$ cat src/rtl/cyc_acct_pkg.sv
package cyc_acct_pkg;

    localparam int NCAT       = 17;
    localparam int TOTAL_ADDR = NCAT;
    localparam int ADDR_W     = 5;

    typedef enum logic [4:0] {
        CAT_RET1       = 5'd0,
        CAT_RET23      = 5'd1,
        CAT_RET4       = 5'd2,
        CAT_SLEEP      = 5'd3,
        CAT_FETCH      = 5'd4,
        CAT_STFULL     = 5'd5,
        CAT_LD_FP_L1   = 5'd6,
        CAT_LD_FP_L2   = 5'd7,
        CAT_LD_FP_MEM  = 5'd8,
        CAT_LD_INT_L1  = 5'd9,
        CAT_LD_INT_L2  = 5'd10,
        CAT_LD_INT_MEM = 5'd11,
        CAT_MEMBUSY    = 5'd12,
        CAT_BRANCH     = 5'd13,
        CAT_FP_OP      = 5'd14,
        CAT_INT_OP     = 5'd15,
        CAT_OTHER      = 5'd16
    } cat_e;

    typedef enum logic [2:0] {
        HK_NONE   = 3'd0,
        HK_INT_OP = 3'd1,
        HK_FP_OP  = 3'd2,
        HK_INT_LD = 3'd3,
        HK_FP_LD  = 3'd4,
        HK_BRANCH = 3'd5,
        HK_STORE  = 3'd6,
        HK_MISC   = 3'd7
    } head_kind_e;

    typedef enum logic [1:0] {
        SRC_L1   = 2'd0,
        SRC_L2   = 2'd1,
        SRC_MEM  = 2'd2,
        SRC_MEMX = 2'd3
    } ld_src_e;

    typedef struct packed {
        logic [2:0] retired;
        head_kind_e kind;
        ld_src_e    src;
        logic       sp_free;
        logic       mem_busy;
        logic       cse_empty;
        logic       sleeping;
    } cyc_status_t;

    // Load stall bucket: base per load type, offset per serving level.
    function automatic cat_e load_cat(input logic is_fp, input ld_src_e src);
        logic [4:0] base;
        logic [4:0] off;
        base = is_fp ? CAT_LD_FP_L1 : CAT_LD_INT_L1;
        case (src)
            SRC_L1:  off = 5'd0;
            SRC_L2:  off = 5'd1;
            default: off = 5'd2;
        endcase
        return cat_e'(base + off);
    endfunction

    // Fixed-priority attribution of one cycle.
    function automatic cat_e classify(input cyc_status_t s);
        cat_e c;
        if (s.retired >= 3'd4)                        c = CAT_RET4;
        else if (s.retired >= 3'd2)                   c = CAT_RET23;
        else if (s.retired == 3'd1)                   c = CAT_RET1;
        else if (s.sleeping)                          c = CAT_SLEEP;
        else if (s.cse_empty)                         c = CAT_FETCH;
        else if (s.kind == HK_STORE && !s.sp_free)    c = CAT_STFULL;
        else if (s.kind == HK_FP_LD)                  c = load_cat(1'b1, s.src);
        else if (s.kind == HK_INT_LD)                 c = load_cat(1'b0, s.src);
        else if (s.mem_busy)                          c = CAT_MEMBUSY;
        else if (s.kind == HK_BRANCH)                 c = CAT_BRANCH;
        else if (s.kind == HK_FP_OP)                  c = CAT_FP_OP;
        else if (s.kind == HK_INT_OP)                 c = CAT_INT_OP;
        else                                          c = CAT_OTHER;
        return c;
    endfunction

endpackage

$ cat src/rtl/cyc_classifier.sv
module cyc_classifier
    import cyc_acct_pkg::*;
(
    input  cyc_status_t     st,
    output cat_e            cat,
    output logic [NCAT-1:0] inc
);

    always_comb begin
        cat = classify(st);
        inc = '0;
        for (int i = 0; i < NCAT; i++) begin
            if (cat == cat_e'(i)) inc[i] = 1'b1;
        end
    end

endmodule

$ cat src/rtl/cyc_counter_bank.sv
module cyc_counter_bank
    import cyc_acct_pkg::*;
#(
    parameter int CNT_W = 64
) (
    input  logic                       clk,
    input  logic                       rst,
    input  logic                       cnt_en,
    input  logic                       clr,
    input  logic [NCAT-1:0]            inc,
    output logic [NCAT-1:0][CNT_W-1:0] cnt_q,
    output logic [CNT_W-1:0]           total_q
);

    logic [CNT_W-1:0] cnt_d [NCAT];
    logic [CNT_W-1:0] total_d;

    generate
        for (genvar i = 0; i < NCAT; i++) begin : g_cnt
            assign cnt_d[i] = clr ? '0 :
                              (cnt_en && inc[i]) ? cnt_q[i] + 1'b1 : cnt_q[i];
        end
    endgenerate

    assign total_d = clr ? '0 : (cnt_en ? total_q + 1'b1 : total_q);

    always_ff @(posedge clk) begin
        if (rst) begin
            cnt_q   <= '0;
            total_q <= '0;
        end else begin
            for (int i = 0; i < NCAT; i++) cnt_q[i] <= cnt_d[i];
            total_q <= total_d;
        end
    end

    // Checker support: running sum of category counters.
    logic [CNT_W-1:0] cat_sum;
    always_comb begin
        cat_sum = '0;
        for (int i = 0; i < NCAT; i++) cat_sum = cat_sum + cnt_q[i];
    end

    assert_sum_matches_total_R9: assert property (@(posedge clk) disable iff (rst)
        cat_sum == total_q);

    assert_total_steps_R9: assert property (@(posedge clk) disable iff (rst)
        (cnt_en && !clr) |=> total_q == $past(total_q) + 1'b1);

    assert_frozen_stable_R10: assert property (@(posedge clk) disable iff (rst)
        (!cnt_en && !clr) |=> ($stable(total_q) && $stable(cnt_q)));

    assert_clear_wins_R11: assert property (@(posedge clk) disable iff (rst)
        clr |=> (total_q == '0 && cnt_q == '0));

endmodule

$ cat src/rtl/cyc_read_port.sv
module cyc_read_port
    import cyc_acct_pkg::*;
#(
    parameter int CNT_W = 64
) (
    input  logic                       clk,
    input  logic                       rst,
    input  logic [ADDR_W-1:0]          rd_addr,
    input  logic [NCAT-1:0][CNT_W-1:0] cnt_q,
    input  logic [CNT_W-1:0]           total_q,
    output logic [CNT_W-1:0]           rd_data
);

    localparam logic [ADDR_W-1:0] A_TOTAL = ADDR_W'(TOTAL_ADDR);

    logic [CNT_W-1:0] sel;

    always_comb begin
        sel = '0;
        if (rd_addr < A_TOTAL)       sel = cnt_q[rd_addr];
        else if (rd_addr == A_TOTAL) sel = total_q;
    end

    always_ff @(posedge clk) begin
        if (rst) rd_data <= '0;
        else     rd_data <= sel;
    end

    assert_unmapped_zero_R12: assert property (@(posedge clk) disable iff (rst)
        (rd_addr > A_TOTAL) |=> rd_data == '0);

    assert_total_latency_R12: assert property (@(posedge clk) disable iff (rst)
        (rd_addr == A_TOTAL) |=> rd_data == $past(total_q));

endmodule

$ cat src/rtl/cyc_acct_top.sv
module cyc_acct_top
    import cyc_acct_pkg::*;
#(
    parameter int CNT_W = 64
) (
    input  logic              clk,
    input  logic              rst,
    input  logic [2:0]        retired,
    input  logic [2:0]        head_kind,
    input  logic [1:0]        load_src,
    input  logic              store_port_free,
    input  logic              mem_busy,
    input  logic              cse_empty,
    input  logic              sleeping,
    input  logic              ctrl_we,
    input  logic [1:0]        ctrl_wdata,
    input  logic [ADDR_W-1:0] rd_addr,
    output logic [CNT_W-1:0]  rd_data
);

    cyc_status_t                st;
    cat_e                       cat;
    logic [NCAT-1:0]            cat_inc;
    logic [NCAT-1:0][CNT_W-1:0] cnt_q;
    logic [CNT_W-1:0]           total_q;
    logic                       freeze_q;
    logic                       clr;

    always_comb begin
        st.retired   = retired;
        st.kind      = head_kind_e'(head_kind);
        st.src       = ld_src_e'(load_src);
        st.sp_free   = store_port_free;
        st.mem_busy  = mem_busy;
        st.cse_empty = cse_empty;
        st.sleeping  = sleeping;
    end

    // Control: bit 0 holds the freeze state, bit 1 pulses a clear.
    always_ff @(posedge clk) begin
        if (rst)          freeze_q <= 1'b0;
        else if (ctrl_we) freeze_q <= ctrl_wdata[0];
    end

    assign clr = ctrl_we & ctrl_wdata[1];

    cyc_classifier u_class (
        .st  (st),
        .cat (cat),
        .inc (cat_inc)
    );

    cyc_counter_bank #(.CNT_W(CNT_W)) u_bank (
        .clk     (clk),
        .rst     (rst),
        .cnt_en  (!freeze_q),
        .clr     (clr),
        .inc     (cat_inc),
        .cnt_q   (cnt_q),
        .total_q (total_q)
    );

    cyc_read_port #(.CNT_W(CNT_W)) u_rd (
        .clk     (clk),
        .rst     (rst),
        .rd_addr (rd_addr),
        .cnt_q   (cnt_q),
        .total_q (total_q),
        .rd_data (rd_data)
    );

    assert_one_category_R9: assert property (@(posedge clk) disable iff (rst)
        $onehot(cat_inc));

    assert_retire_bins_R1: assert property (@(posedge clk) disable iff (rst)
        (retired != 3'd0) |-> (cat_inc[2:0] != 3'b000));

    assert_sleep_first_R2: assert property (@(posedge clk) disable iff (rst)
        (retired == 3'd0 && sleeping) |-> cat_inc[CAT_SLEEP]);

endmodule

$ cat config.mk
export PLATFORM = sky130hd
export DESIGN_NAME = cyc_acct_top
export DESIGN_NICKNAME = d
export VERILOG_FILES = /design/src/rtl/cyc_acct_pkg.sv /design/src/rtl/cyc_classifier.sv /design/src/rtl/cyc_counter_bank.sv /design/src/rtl/cyc_read_port.sv /design/src/rtl/cyc_acct_top.sv
export SDC_FILE = /design/constraint.sdc
export NUM_CORES = 2
export LEC_CHECK = 0
export BUFFER_PORTS_ARGS = -buffer_cell sky130_fd_sc_hd__buf_2
export CORE_ASPECT_RATIO = 1.2
export CORE_MARGIN = 1
export CORE_UTILIZATION = 45
export DETAILED_ROUTE_END_ITERATION = 8
export PLACE_DENSITY = 0.68
export SLEW_MARGIN = 10
export SYNTH_ARGS = -nofsm -noshare
export SYNTH_HDL_FRONTEND = slang
export SYNTH_HIERARCHICAL = 1
export SYNTH_SLANG_ARGS = --single-unit
$ cat constraint.sdc
create_clock -name clk -period 12.9 [get_ports clk]
set_input_delay 2.58 -clock clk [delete_from_list [all_inputs] [get_ports clk]]
set_output_delay 2.58 -clock clk [all_outputs]
set_load 0.01 [all_outputs]
Word level (Yosys, flattened, before mapping)
Cells that the tools add are included.
Widths: inputs -> output; s select.
{"block": "totals", "ff_bits": 1217, "input_bits": 22, "out_inout_bits": 64, "wordCells": 142}
{"block": "op_classes", "reduce_logical": 23, "eq_ne": 25, "muxes": 49, "bitwise_logic": 1, "add_sub_neg": 20, "n_lt_le_gt_ge": 4}
{"op": "$add 64x1->64 const B", "count": 18}
{"op": "$bmux 64 s5", "count": 1}
{"op": "$mux 64", "count": 3}
{"op": "$mux 5", "count": 27}
{"op": "$eq 5x4->1 const B", "count": 8}
{"op": "$eq 5x3->1 const B", "count": 4}
{"op": "$logic_and 1x1->1", "count": 18}
{"op": "$mux 1", "count": 17}
{"op": "$eq 5x2->1 const B", "count": 2}
{"op": "$eq 5x5->1 const B", "count": 2}
{"op": "$eq 3x3->1 const B", "count": 3}
{"op": "$eq 3x1->1 const B", "count": 2}
{"op": "$eq 3x2->1 const B", "count": 2}
{"op": "$lt 5x6->1 const B", "count": 1}
{"op": "$add 3x5->5 const A", "count": 1}
{"op": "$add 4x5->5 const A", "count": 1}
{"op": "$eq 5x1->1 const B", "count": 1}
{"op": "$logic_not 5->1", "count": 1}
{"op": "$lt 5x5->1 const B", "count": 1}
{"op": "$pmux 2 s2", "count": 1}
{"op": "$ge 3x2->1 const B", "count": 1}
{"op": "$ge 3x3->1 const B", "count": 1}
{"op": "$eq 2x1->1 const B", "count": 1}
{"op": "$logic_not 1->1", "count": 2}
{"op": "other kinds (3)", "count": 3}

Logic depth before layout (Yosys ltp)
{"block": "logic_depth", "depth_word": 22, "depth_mapped": 13, "ltp_nobuf": 9}

Modules after synthesis
The synthesis kept the hierarchy.
{"mod": "cyc_counter_bank", "cells_per_inst": 6579, "instances": 1, "area_per_inst_um2": 53929.2, "seq_area_each_um2": 23062.1}
{"mod": "cyc_read_port", "cells_per_inst": 928, "instances": 1, "area_per_inst_um2": 10413.7, "seq_area_each_um2": 1281.2}
{"mod": "cyc_classifier", "cells_per_inst": 66, "instances": 1, "area_per_inst_um2": 501.7, "seq_area_each_um2": 0.0}
{"mod": "cyc_acct_top", "cells_per_inst": 5, "instances": 1, "area_per_inst_um2": 45.0, "seq_area_each_um2": 20.0}

Worst setup path after synthesis
Ideal clock, no wire load.
{"block": "synth_path", "path_kind": "in2reg", "from": "input port head_kind[2]", "to": "register u_bank/cnt_q[356] (netlist name)", "path_slack_ps": 6974, "cell_stages": 11, "setup_time_ps": 70, "path_buffers": 2, "arrival_ps": 5856, "required_ps": 12830, "path_cell_list": "buf_6 > nor4b_4 > a311o_1 > o211a_4 > nor4_1 > nand4_1 > or4_1 > clkbuf_1 > nor4_2 > or4b_2 > a21oi_1"}
{"block": "synth_via", "elab_chain_len": 16, "elab_cells_between_ends": 22, "cone_classes": "eq/ne: 7; mux: 13; reduce/logical: 2"}
{"item": "start, declared", "line": "cyc_acct_top.sv:9", "rtl": "input logic [2:0] head_kind,"}
{"item": "$eq 3x1->1", "line": "cyc_acct_pkg.sv:82", "rtl": "else if (s.kind == HK_INT_OP) c = CAT_INT_OP;"}
{"item": "$mux 5", "line": "cyc_acct_pkg.sv:82"}
{"item": "$mux 5", "line": "cyc_acct_pkg.sv:81", "rtl": "else if (s.kind == HK_FP_OP) c = CAT_FP_OP;"}
{"item": "$mux 5", "line": "cyc_acct_pkg.sv:80", "rtl": "else if (s.kind == HK_BRANCH) c = CAT_BRANCH;"}
{"item": "$mux 5", "line": "cyc_acct_pkg.sv:79", "rtl": "else if (s.mem_busy) c = CAT_MEMBUSY;"}
{"item": "$mux 5", "line": "cyc_acct_pkg.sv:78", "rtl": "else if (s.kind == HK_INT_LD) c = load_cat(1'b0, s.src);"}
{"item": "$mux 5", "line": "cyc_acct_pkg.sv:77", "rtl": "else if (s.kind == HK_FP_LD) c = load_cat(1'b1, s.src);"}
{"item": "$mux 5 (*)", "line": "cyc_acct_pkg.sv:76", "rtl": "else if (s.kind == HK_STORE && !s.sp_free) c = CAT_STFULL;"}
{"item": "$mux 5 (*)", "line": "cyc_acct_pkg.sv:75", "rtl": "else if (s.cse_empty) c = CAT_FETCH;"}
{"item": "$mux 5 (*)", "line": "cyc_acct_pkg.sv:74", "rtl": "else if (s.sleeping) c = CAT_SLEEP;"}
{"item": "$mux 5 (*)", "line": "cyc_acct_pkg.sv:73", "rtl": "else if (s.retired == 3'd1) c = CAT_RET1;"}
{"item": "$mux 5 (*)", "line": "cyc_acct_pkg.sv:72", "rtl": "else if (s.retired >= 3'd2) c = CAT_RET23;"}
{"item": "$mux 5 (*)", "line": "cyc_acct_pkg.sv:71", "rtl": "if (s.retired >= 3'd4) c = CAT_RET4;"}
{"item": "$eq 5x3->1 (*)", "line": "cyc_classifier.sv:13", "rtl": "if (cat == cat_e'(i)) inc[i] = 1'b1;"}
{"item": "$mux 1 (*)", "line": "cyc_classifier.sv:13"}
{"item": "net cat_inc[5]", "line": "cyc_acct_top.sv:23", "rtl": "logic [NCAT-1:0] cat_inc;"}
{"item": "$logic_and 1x1->1 (*)", "line": "cyc_counter_bank.sv:21", "rtl": "(cnt_en && inc[i]) ? cnt_q[i] + 1'b1 : cnt_q[i];"}
{"item": "end signal, assigned", "line": "cyc_counter_bank.sv:29", "rtl": "cnt_q <= '0;"}
{"item": "end, declared", "line": "cyc_counter_bank.sv:11", "rtl": "output logic [NCAT-1:0][CNT_W-1:0] cnt_q,"}
The timed path passes the listed nets; every way through them passes the cells marked *.
A chain may end at the register's enable or synchronous reset.

Final worst setup path
{"block": "layout_path", "from": "input port head_kind[0]", "to": "register u_bank/cnt_q[380] (netlist name)"}
Same word-level chain as after synthesis.

==> impl_metrics.toml <==
[sta]
relSlewSlack = 0.221
setup_slack_ns = 6.55
grt_setup_unrepaired = "no"
setup_viol = 0
slew_viol_final = 0
clock_skew_ns = 0.0352
max_freq_mhz = 157
period_share = 0.492
tightest_slew_ns = 1.15
hold_viol_final = 0
fin_tns_setup_ns = 0
min_period_ns = 6.35

[logic_synthesis]
syn_nets = 7611
syn_area_sq_mm = 0.0649
yosys_warnings = 6
synth_cells = 7571
avgSynthCellArea_sq_um = 8.57

[pwr]
pwr_density_cell_mw_per_mm2 = 114
total_power_mw = 8.15
sequentialPowerShare = 0.462
swShare = 0.228
switchingPower_mw = 1.86
p_comb_frac = 0.032
p_clk_frac = 0.506
intPower_mw = 6.29
ir_drop_mv = 0.106
p_leak_nw = 20.9

[drt]
avgViaCountPerCell = 6.49
drt_wl_total_mm = 228
final_antenna_net_count = 0
avgRoutedWirePerCell_um = 24.0
drc_errors = 0
dr.pass1.iters = 6
drtIter0Drc = 7314
vias = 61700

[worst_setup_path]
crit_fanout = 18
cp_cell_sequence = "buf_2, nor3b_1, mux2i_1, o2bb2ai_2, nor4_1, buf_4, nand4_1, or4_1, buf_4, nand4bb_1, or4_1, a21oi_1"
critical_path.slowest_cell = "nand4bb_1"
path_buf_inv = 3
end_kind = "register"
worstSetupPathType = "input pin to register"
critical_path.max_stage_delay_ns = 1.00
cp.required_ns = 13.59
critPathTopFamily = "simple AND/OR/NAND/NOR gates"
critPathArrivalTime_ns = 7.04
worstSetupStartpointType = "input pin"

[placed_design]
post-place-ws_ns = 5.89
post-dp-hpwl_mm = 168
placed_area_sq_mm = 0.0668
numPortBuffers = 85
place_congestion = 0.971

[floorplan]
design.die.area_sq_mm = 0.146
rows = 152
core_region_area_sq_mm = 0.143
ioPinCount = 86
die_w_um = 349
die_y_um = 418
initial_core_util = 0.453

[outcome]
status = "complete, no violations"

[run]
maxCapViolCount = 0

[clock_tree]
clkTransAtPathRegs_ns = 0.06
cts_buffers = 135
htreeDepth = 4
insertion_delay_ns = 0.78
cts_resized = 0
cts_tree = "yes"
cts_setup_buffers = 0
cts_root_buf = "clkbuf_16"
cts_hold_buffers = 0
clockBufferDepth = 3
cts_sinks = 1217

[global_routing]
gr-usage-all-layers = 0.302
antenna_found_initial = 16
grt_overflow = 0
grt_pass1_wl_mm = 340
grt_pass1_vias = 54800
grt_start_max_net_pins = 202

[layout]
syn_to_final_growth_pct = 10.2
fillers = 13500
nets = 7517
fin_area_sq_mm = 0.0715
drive_gt1_frac = 0.0915

[worst_hold_path]
hold_path_class = "register to register"
layout make-up:
class / count / area, sq um / area share
clock inverter: 50 / 721 / 0.0101
sequential: 1217 / 24400 / 0.341
multi-input combinational: 5794 / 38200 / 0.535
timing repair buffer: 184 / 1250 / 0.0174
tap: 1925 / 2410 / 0.0337
inverter: 145 / 544 / 0.00761
clock buffer: 193 / 3970 / 0.0555
antenna: 4 / 10.0 / 0.000140
state kept, by name, indices dropped and copies added (netlist names):
register / cells
u_bank/cnt_q: 1088
u_bank/total_q: 64
u_rd/rd_data: 64
freeze_q: 1
per-layer routing:
layer	vias to the layer above	part of all wire	GRT usage
met2	2905	0.45	0.477
li1	28300	-	-
met4	10	0.054	0.154
met3	524	0.097	0.0594
met5	-	0.00029	0
met1	30000	0.40	0.390
cells in the final DEF, fill, tap and decap left out, drive strengths merged, types with 241 or more instances in the layout:
cell   count
nand2    507
xor2     322
a21oi    562
nand3    466
dfxtp   1217
xnor2    241
nand4    478
nor2     713
or3      392
o21ai    386
stage by stage:
step,hold slack [ns],util,std cells
after floorplan,0.440,-,7571
after global placement,0.454,0.467,9265
after detailed placement,0.462,0.467,9265
after CTS,0.470,0.500,9508
after global routing,0.496,0.500,9508
final,0.471,0.500,9512
worst register-to-register path: cells and delay by family, from the launching register on:
kind	cells	cell delay (ns)
flops	1	0.32
simple gates	4	2.74
buf+inv	2	1.12
compound gates	1	0.15
power by group through the flow:
stage               sequential (mW)  combinational, mW  clock [mW]
floorplan                      3.85              0.185           0
detailed placement             3.85              0.253           0
finish                         3.76              0.258        4.13
global route                   3.76              0.270        4.32
CTS                            3.76              0.254        4.17
global placement               3.85              0.253           0
final timing paths:
path                            slack [ns]                             end  depth (start not counted)                            from
worst max-delay path                  6.55  u_bank/cnt_q[380]$_SDFFE_PP0P_                         12                    head_kind[0]
worst min-delay path                  0.47  u_bank/cnt_q[703]$_SDFFE_PP0P_                          2  u_bank/cnt_q[703]$_SDFFE_PP0P_
worst max register to register        8.49  u_bank/cnt_q[638]$_SDFFE_PP0P_                          7           freeze_q$_SDFFE_PP0P_
worst min register to register        0.47  u_bank/cnt_q[703]$_SDFFE_PP0P_                          2  u_bank/cnt_q[703]$_SDFFE_PP0P_
Power figures use the tool's default switching activity.
